### src/rtl/swd_pkg.sv
package swd_pkg;

  typedef enum logic [1:0] {
    SWD_RUN  = 2'd0,
    SWD_HALT = 2'd1,
    SWD_WAIT = 2'd2
  } swd_state_e;

  localparam int SWD_NUM_SRC = 3;

endpackage

### src/rtl/swd_wake_latch.sv
module swd_wake_latch #(
  parameter int NSRC = 3
) (
  input  logic            clk_ref,
  input  logic            rst_n,
  input  logic [NSRC-1:0] src_i,
  input  logic            arm_i,
  input  logic            short_rec_i,
  output logic            wake_hit_o,
  output logic            short_q_o
);

  logic [NSRC-1:0] any_chain;

  // OR chain over wake sources
  for (genvar g = 0; g < NSRC; g++) begin : g_or
    if (g == 0) begin : g_first
      assign any_chain[g] = src_i[g];
    end else begin : g_rest
      assign any_chain[g] = any_chain[g-1] | src_i[g];
    end
  end

  assign wake_hit_o = arm_i & any_chain[NSRC-1];

  // Delay choice captured only on the accepted wake edge
  always_ff @(posedge clk_ref or negedge rst_n) begin
    if (!rst_n) begin
      short_q_o <= 1'b0;
    end else if (wake_hit_o) begin
      short_q_o <= short_rec_i;
    end
  end

endmodule

### src/rtl/swd_limit_sel.sv
module swd_limit_sel #(
  parameter int CNT_W     = 12,
  parameter int SHORT_CYC = 32,
  parameter int LONG_CYC  = 4096
) (
  input  logic             short_q_i,
  output logic [CNT_W-1:0] term_o
);

  localparam logic [CNT_W-1:0] SHORT_TERM = CNT_W'(SHORT_CYC - 1);
  localparam logic [CNT_W-1:0] LONG_TERM  = CNT_W'(LONG_CYC - 1);

  assign term_o = short_q_i ? SHORT_TERM : LONG_TERM;

endmodule

### src/rtl/swd_counter.sv
module swd_counter #(
  parameter int CNT_W = 12
) (
  input  logic             clk_ref,
  input  logic             rst_n,
  input  logic             clr_i,
  input  logic             en_i,
  input  logic [CNT_W-1:0] term_i,
  output logic             at_term_o
);

  logic [CNT_W-1:0] cnt_q;

  // Wraps naturally; never cleared by anything but clr_i or rst_n
  always_ff @(posedge clk_ref or negedge rst_n) begin
    if (!rst_n) begin
      cnt_q <= '0;
    end else if (clr_i) begin
      cnt_q <= '0;
    end else if (en_i) begin
      cnt_q <= cnt_q + 1'b1;
    end
  end

  assign at_term_o = (cnt_q == term_i);

endmodule

### src/rtl/swd_ctrl.sv
module swd_ctrl
  import swd_pkg::*;
(
  input  logic clk_ref,
  input  logic rst_n,
  input  logic stop_req_i,
  input  logic wake_src_any_i,
  input  logic at_term_i,
  output logic arm_o,
  output logic cnt_clr_o,
  output logic cnt_en_o,
  output logic done_pulse_o,
  output logic ready_o
);

  swd_state_e state_q, state_d;
  logic       stop_take;
  logic       finish;

  assign arm_o     = (state_q == SWD_HALT);
  assign stop_take = stop_req_i && (state_q != SWD_HALT);
  assign finish    = (state_q == SWD_WAIT) && at_term_i && !stop_take;
  assign cnt_clr_o = stop_take;
  assign cnt_en_o  = (state_q != SWD_HALT);

  always_comb begin
    state_d = state_q;
    unique case (state_q)
      SWD_RUN:  if (stop_take) state_d = SWD_HALT;
      SWD_HALT: if (wake_src_any_i) state_d = SWD_WAIT;
      SWD_WAIT: begin
        if (stop_take)   state_d = SWD_HALT;
        else if (finish) state_d = SWD_RUN;
      end
      default:  state_d = SWD_RUN;
    endcase
  end

  always_ff @(posedge clk_ref or negedge rst_n) begin
    if (!rst_n) begin
      state_q      <= SWD_RUN;
      done_pulse_o <= 1'b0;
    end else begin
      state_q      <= state_d;
      done_pulse_o <= finish;
    end
  end

  assign ready_o = (state_q == SWD_RUN);

endmodule

### src/rtl/swd_top.sv
module swd_top
  import swd_pkg::*;
#(
  parameter int CNT_W     = 12,
  parameter int SHORT_CYC = 32,
  parameter int LONG_CYC  = 4096
) (
  input  logic clk_ref,
  input  logic rst_n,
  input  logic ext_rst,
  input  logic stop_req,
  input  logic wake_irq,
  input  logic wake_brk,
  input  logic wake_rst,
  input  logic short_rec,
  output logic done_pulse,
  output logic clk_ready
);

  logic [SWD_NUM_SRC-1:0] src;
  logic                   arm;
  logic                   wake_hit;
  logic                   short_q;
  logic [CNT_W-1:0]       term;
  logic                   at_term;
  logic                   cnt_clr;
  logic                   cnt_en;

  assign src = {wake_rst, wake_brk, wake_irq};

  swd_wake_latch #(.NSRC(SWD_NUM_SRC)) u_wake (
    .clk_ref    (clk_ref),
    .rst_n      (rst_n),
    .src_i      (src),
    .arm_i      (arm),
    .short_rec_i(short_rec),
    .wake_hit_o (wake_hit),
    .short_q_o  (short_q)
  );

  swd_limit_sel #(.CNT_W(CNT_W), .SHORT_CYC(SHORT_CYC), .LONG_CYC(LONG_CYC)) u_sel (
    .short_q_i(short_q),
    .term_o   (term)
  );

  swd_counter #(.CNT_W(CNT_W)) u_cnt (
    .clk_ref  (clk_ref),
    .rst_n    (rst_n),
    .clr_i    (cnt_clr),
    .en_i     (cnt_en),
    .term_i   (term),
    .at_term_o(at_term)
  );

  swd_ctrl u_ctrl (
    .clk_ref       (clk_ref),
    .rst_n         (rst_n),
    .stop_req_i    (stop_req),
    .wake_src_any_i(wake_hit),
    .at_term_i     (at_term),
    .arm_o         (arm),
    .cnt_clr_o     (cnt_clr),
    .cnt_en_o      (cnt_en),
    .done_pulse_o  (done_pulse),
    .ready_o       (clk_ready)
  );

endmodule

### config.mk
export PLATFORM = sky130hd
export DESIGN_NAME = swd_top
export DESIGN_NICKNAME = d
export VERILOG_FILES = /design/src/rtl/swd_pkg.sv /design/src/rtl/swd_wake_latch.sv /design/src/rtl/swd_limit_sel.sv /design/src/rtl/swd_counter.sv /design/src/rtl/swd_ctrl.sv /design/src/rtl/swd_top.sv
export SDC_FILE = /design/constraint.sdc
export NUM_CORES = 1
export LEC_CHECK = 0
export BUFFER_PORTS_ARGS = -buffer_cell sky130_fd_sc_hd__buf_2
export CELL_PAD_IN_SITES_DETAIL_PLACEMENT = 1
export CELL_PAD_IN_SITES_GLOBAL_PLACEMENT = 2
export CORE_ASPECT_RATIO = 0.6
export CORE_MARGIN = 3
export CORE_UTILIZATION = 36
export DETAILED_ROUTE_END_ITERATION = 6
export GPL_TIMING_DRIVEN = 1
export PLACE_DENSITY_LB_ADDON = 0.25
export SETUP_SLACK_MARGIN = 0.02
export SLEW_MARGIN = 10
export SYNTH_ARGS = -nofsm -noshare
export SYNTH_HDL_FRONTEND = slang
export SYNTH_HIERARCHICAL = 1
export SYNTH_SLANG_ARGS = --single-unit
export TNS_END_PERCENT = 1
### constraint.sdc
create_clock -name clk_ref -period 2.1 [get_ports clk_ref]
set_clock_uncertainty 0.15 [all_clocks]
set_input_delay 0 -clock clk_ref [delete_from_list [all_inputs] [get_ports clk_ref]]
set_output_delay 0 -clock clk_ref [all_outputs]
set_load 0.03 [all_outputs]
Word level (Yosys, flattened, before mapping)
Index checks and enable logic that the tools add are counted.

storage, ports and cells
  register bits after elaboration = 16
  bits of input ports = 8
  output and inout port bits = 2

operators by class
  add/sub/neg operators = 1
  equal/unequal tests = 7
  muxes and demuxes = 8
  bitwise gates (word level) = 3
  reductions and logical operators = 7

operators by type and width
  cell                                                    number
  2-to-1 mux 12 bit                                       3
  adder 12 x 1 -> 12 bit (second input constant)          1
  == test 12 bit                                          1
  2-to-1 mux 2 bit                                        4
  inequality test 2 x 1 -> 1 bit (second input constant)  3
  case mux 2 bit (3 select lines)                         1
  logical AND 1 bit                                       3
  inequality test 3 x 1 -> 1 bit (second input constant)  1
  AND reduction 3 bit                                     1
  == test 2 x 1 -> 1 bit (second input constant)          1
  == test 2 bit (second input constant)                   1
  logical NOT 2 bit                                       1
  OR 1 bit                                                2
  nonzero test 2 bit                                      1
  bitwise AND 1 bit                                       1
  logical NOT 1 bit                                       1

Logic depth before layout (Yosys ltp)
  depth in word-level cells = 7
  mapped depth = 7

Cells and area by module
Netlist, hierarchy kept.

modules (own cells, without submodules)
  module          instances  cells an instance  area an instance (µm²)
  swd_counter     1          74                 721.9
  swd_ctrl        1          13                 133.9
  swd_limit_sel   1          13                 90.1
  swd_wake_latch  1          3                  48.8

Worst setup path after synthesis
OpenSTA, ideal clock, no wires.

  kind = register to register
  start point = register u_ctrl.state_q[0]
  end point = register u_cnt.cnt_q[11]
  data arrival time = 1494 ps
  required time = 1873 ps
  path slack = 379 ps
  cell stages (with the launch flop) = 6
  clock period less this slack = 1721 ps
  cell sequence = dfrtp_1 -> nor2b_4 -> nor2_1 -> o211ai_1 -> or4_1 -> a21oi_1

on the way
  longest elaborated chain between the ends = 3
  elaborated cells on any way between the ends = 4
  classes of those cells = eq/ne: 1; mux: 1; reduce/logical: 2

ends and longest elaborated chain
  element                                                  line               source
  from (decl)                                              swd_ctrl.sv:16     swd_state_e state_q, state_d;
  from (signal assigned)                                   swd_ctrl.sv:44     state_q <= state_d;
  inequality test 2 x 1 -> 1 bit *                         swd_ctrl.sv:21     assign stop_take = stop_req_i && (state_q != SWD_HALT);
  logical AND 1 bit *                                      swd_ctrl.sv:21
  named net cnt_clr                                        swd_top.sv:26      logic cnt_clr;
  2-to-1 mux 12 bit or nonzero test 2 bit (tied branches)  --
  to (signal assigned)                                     swd_counter.sv:21  cnt_q <= cnt_q + 1'b1;
  to (decl)                                                swd_counter.sv:12  logic [CNT_W-1:0] cnt_q;

The timed path passes the listed nets; every way through them passes the cells marked *.
A chain may end at the register's enable or synchronous reset.

Final worst setup path
  start point = register u_ctrl.state_q[0]
  end point = register u_cnt.cnt_q[9]

on the way
  longest elaborated chain between the ends = 3
  elaborated cells on any way between the ends = 4
  classes of those cells = eq/ne: 1; mux: 1; reduce/logical: 2

ends and longest elaborated chain
  element                                                  line            source
  inequality test 2 x 1 -> 1 bit *                         swd_ctrl.sv:24  assign cnt_en_o = (state_q != SWD_HALT);
  named net cnt_en                                         swd_top.sv:27   logic cnt_en;
  logical AND 1 bit                                        swd_ctrl.sv:21
  2-to-1 mux 12 bit or nonzero test 2 bit (tied branches)  --

Marks and branches as above.

==> impl_metrics.json <==
{
  "die_footprint_um2": 3450,
  "areaGrowthSynthToFinish_pct": 9.06,
  "vias_per_cell": 4.97,
  "path_buf_inv": 2,
  "insertion_delay_ns": 0.25,
  "ctsHtreeMaxLevel": 1,
  "critical_path.reg2reg.endpoint": "u_cnt/cnt_q[9]",
  "muxShareOfSynthArea_pct": 2.52,
  "worst-endpoint-required_ns": 2.08,
  "critPathMaxStageDelay_ns": 0.43,
  "grt_pass1_wl_um": 3460,
  "setup.worst_path.start": "u_ctrl/state_q[0]",
  "tritoncts": "yes",
  "yosys.area_share.xor_xnor_pct": 18.5,
  "fill_cells": 305,
  "cts_buffer_depth": 2,
  "synth_top_family_by_area": "simple AND/OR/NAND/NOR gates",
  "totalNegativeSetupSlack_ns": 0,
  "synthesis.area_um2": 995,
  "initial_core_util_pct": 38.6,
  "post-route-min-period_ns": 1.84,
  "drtPass1Iterations": 3,
  "wl_per_cell_um": 15.5,
  "synth_compound_area_share_pct": 5.53,
  "core_area_um2": 2570,
  "cts.repair.resized": 0,
  "p_per_area_nw_per_um2": 1050,
  "initialDrtViolationCount": 31,
  "design.portCount": 10,
  "wirelength_um": 2200,
  "timing.final.max_slew_violations": 0,
  "worstPathCellList": "nor2b_4 -> inv_2 -> o211ai_1 -> buf_4 -> nor3_1 -> xnor2_1 -> nor2_1",
  "hpwl_um": 1630,
  "timing.critical_path.arrival_ns": 1.82,
  "crit_type": "reg2reg",
  "maximum_number_of_pins_on_one_net_before_global_route_repair": 17,
  "layout-drive-gt1-share_pct": 17.3,
  "die_h_um": 46.7,
  "postSynthRegisterBits": 16,
  "timing.reg2reg.setup_slack_ns": 0.26,
  "die-width_um": 73.9,
  "port-buffer-count": 8,
  "cts.clk_slew.worst_paths_ns": 0.06,
  "place_worst_setup_slack_ns": 0.294,
  "total_power_w": 0.00114,
  "synth_adder_area_share_pct": 1.26,
  "status": "finished clean",
  "detail-route-antenna-nets": 0,
  "critPathCapture": "u_cnt/cnt_q[9]",
  "endpoint_kind": "register",
  "total_leakage_power_nw": 0.466,
  "groute.usage.overall_pct": 14.2,
  "synth_warnings": 6,
  "grt_overflow_total": 0,
  "clkSinkCount": 16,
  "rsz0062_at_grt": "false",
  "hold_violations": 0,
  "clock_tree.root_cell": "sky130_fd_sc_hd__clkbuf_8",
  "crit_slowest_cell": "sky130_fd_sc_hd__dfrtp_1",
  "reg2reg_depth": 7,
  "postSynthAreaPerCell_um2": 9.66,
  "holdCritPathClass": "in2reg",
  "vias_in_the_first_global_route": 697,
  "setup.worst_path.start_class": "register",
  "timing.critical_path.depth": 7,
  "antenna_cells_inserted": 0,
  "drv_cap": 0,
  "detail_route.drc_violations": 0,
  "antenna_found_initial": 0,
  "via_count": 706,
  "final.period_utilization_pct": 87.5,
  "vdd_drop_max_v": 0.000456,
  "globalplace.congestion": 0.741,
  "post-route-worst-setup-slack_ns": 0.262,
  "synth-simple-area-share_pct": 20.5,
  "netlist_instances": 103,
  "finalNetCount": 121,
  "rows": 14,
  "worst_r2r_startpoint": "u_ctrl/state_q[0]",
  "cts_buffers": 3,
  "ys_seq_area_share_pct": 40.3,
  "finalSetupViolations": 0,
  "timing.fmax_ghz": 0.544,
  "worst-path-max-fanout": 7,
  "synth.lib_cells_used.distinct": 31,
  "path_delay_family": "flip-flops"
}
==> repair_timing <==
action / CTS / global route
setup buffers: 0 / 0
endpoints found under the hold margin: 20 / 0
hold buffers: 3 / 0
==> flip-flops by register name, summed over array words and instances (netlist names) <==
register	flops
u_cnt/cnt_q	12
u_ctrl/done_pulse_o	1
u_ctrl/state_q	2
u_wake/short_q_o	1
==> logic make-up (layout without fill, tap and decap cells) <==
kind of cell / count (synthesis) / in the layout
other: 1 / 5
AOI/OAI and AO/OA: 8 / 8
muxes: 2 / 2
DFF: 16 / 16
and+or+nand+nor: 36 / 36
adders and majority gates: 1 / 1
buffers and inverters: 18 / 21
xor gates and xnor gates: 21 / 21
==> cell usage in the layout, fill, tap and decap left out <==
master                          instances
sky130_fd_sc_hd__a21oi_1                2
sky130_fd_sc_hd__conb_1                 5
sky130_fd_sc_hd__a22o_2                 1
sky130_fd_sc_hd__or4_1                  1
sky130_fd_sc_hd__buf_2                  8
sky130_fd_sc_hd__dlygate4sd3_1          3
sky130_fd_sc_hd__xnor2_1               17
sky130_fd_sc_hd__inv_1                  4
sky130_fd_sc_hd__nor3b_1                1
sky130_fd_sc_hd__mux2_4                 1
sky130_fd_sc_hd__o21ai_0                1
sky130_fd_sc_hd__buf_4                  2
sky130_fd_sc_hd__o31a_1                 1
sky130_fd_sc_hd__mux2i_1                1
sky130_fd_sc_hd__nor2_1                12
sky130_fd_sc_hd__o31ai_1                1
sky130_fd_sc_hd__nand3_1                2
sky130_fd_sc_hd__nand2_1                4
sky130_fd_sc_hd__or3_2                  1
sky130_fd_sc_hd__and3_1                 1
sky130_fd_sc_hd__nor3_1                 6
sky130_fd_sc_hd__nand4_4                1
sky130_fd_sc_hd__o211ai_1               1
sky130_fd_sc_hd__clkbuf_8               3
sky130_fd_sc_hd__nand4_1                5
sky130_fd_sc_hd__nor2b_4                1
sky130_fd_sc_hd__inv_2                  1
sky130_fd_sc_hd__ha_1                   1
sky130_fd_sc_hd__dfrtp_1               16
sky130_fd_sc_hd__and4_1                 1
sky130_fd_sc_hd__o22ai_1                1
sky130_fd_sc_hd__xor2_1                 4
==> synth_stat cells <==
cell type | count | area (um^2)
sky130_fd_sc_hd__dfrtp_1 | 16 | 400
sky130_fd_sc_hd__conb_1 | 1 | 3.75
sky130_fd_sc_hd__nor3b_1 | 1 | 7.51
sky130_fd_sc_hd__o21ai_0 | 1 | 5.00
sky130_fd_sc_hd__a21oi_1 | 2 | 10.0
sky130_fd_sc_hd__inv_1 | 4 | 15.0
sky130_fd_sc_hd__mux2i_1 | 1 | 10.0
sky130_fd_sc_hd__o31ai_1 | 1 | 7.51
sky130_fd_sc_hd__inv_2 | 1 | 3.75
sky130_fd_sc_hd__nand4_4 | 1 | 21.3
sky130_fd_sc_hd__or4_1 | 1 | 7.51
sky130_fd_sc_hd__and4_1 | 1 | 8.76
sky130_fd_sc_hd__o211ai_1 | 1 | 7.51
sky130_fd_sc_hd__ha_1 | 1 | 12.5
sky130_fd_sc_hd__nand2_1 | 4 | 15.0
sky130_fd_sc_hd__nor2_1 | 12 | 45.0
sky130_fd_sc_hd__o22ai_1 | 1 | 6.26
sky130_fd_sc_hd__nor2b_4 | 1 | 13.8
sky130_fd_sc_hd__xor2_1 | 4 | 35.0
sky130_fd_sc_hd__or3_2 | 1 | 7.51
sky130_fd_sc_hd__a22o_2 | 1 | 10.0
sky130_fd_sc_hd__nand3_1 | 2 | 10.0
sky130_fd_sc_hd__and3_1 | 1 | 6.26
sky130_fd_sc_hd__clkbuf_2 | 1 | 5.00
sky130_fd_sc_hd__buf_4 | 11 | 82.6
sky130_fd_sc_hd__nand4_1 | 5 | 31.3
sky130_fd_sc_hd__xnor2_1 | 17 | 149
sky130_fd_sc_hd__clkbuf_1 | 1 | 3.75
sky130_fd_sc_hd__nor3_1 | 6 | 30.0
sky130_fd_sc_hd__o31a_1 | 1 | 8.76
sky130_fd_sc_hd__mux2_4 | 1 | 15.0
==> worst min-delay path: cells and delay by family <==
kind / cells / cell delay [ns]
AO/OA/AOI/OAI: 2 / 0.33
buffers and inverters: 1 / 0.08
==> area by class of cell <==
cell class                 instances  area, um^2  share of cell area [%]
tap                               32        40.0                    3.69
sequential                        16         400                    36.9
inverter                           5        18.8                    1.73
multi-input combinational         73         499                    46.0
timing repair buffer              13        85.1                    7.84
clock buffer                       3        41.3                    3.81
==> per-layer routing <==
| layer | share of wire, % | routed length (um) | track usage [%] |
|---|---|---|---|
| met5 | 0 | 0 | 0 |
| met4 | 0 | 0 | 2.17 |
| met3 | 2.3 | 51 | 4.58 |
| met2 | 44 | 960 | 20.4 |
| met1 | 54 | 1180 | 20.9 |
==> stage by stage <==
step	cell area (um^2)	cells	utilization, %	hold WS [ns]
detailed placement	1010	136	39.4	-0.204
global route	1080	142	42.1	0.0863
CTS	1080	142	42.1	0.0611
global placement	1010	136	39.4	-0.205
finish	1080	142	42.1	0.0462
floorplan	1010	107	-	-0.446
==> worst min-delay path by stage <==
stage,cells past startpoint,from,slack [ns],to
global placement,1,rst_n,-0.21,u_ctrl/done_pulse_o
detailed placement,1,rst_n,-0.20,u_cnt/cnt_q[5]
floorplan,0,rst_n,-0.45,u_cnt/cnt_q[0]
CTS,2,rst_n,0.06,u_ctrl/state_q[1]
global route,2,rst_n,0.09,u_cnt/cnt_q[2]
finish,3,wake_rst,0.05,u_ctrl/state_q[0]
==> report_power, final <==
group	total (W)	switching, W	internal, W	leakage (nW)
Clock	0.000230	0.000103	0.000127	0.0216
Combinational	0.000448	0.000246	0.000203	0.229
Sequential	0.000459	0.0000953	0.000364	0.215
Note: power is estimated with default switching activity, not from simulation.
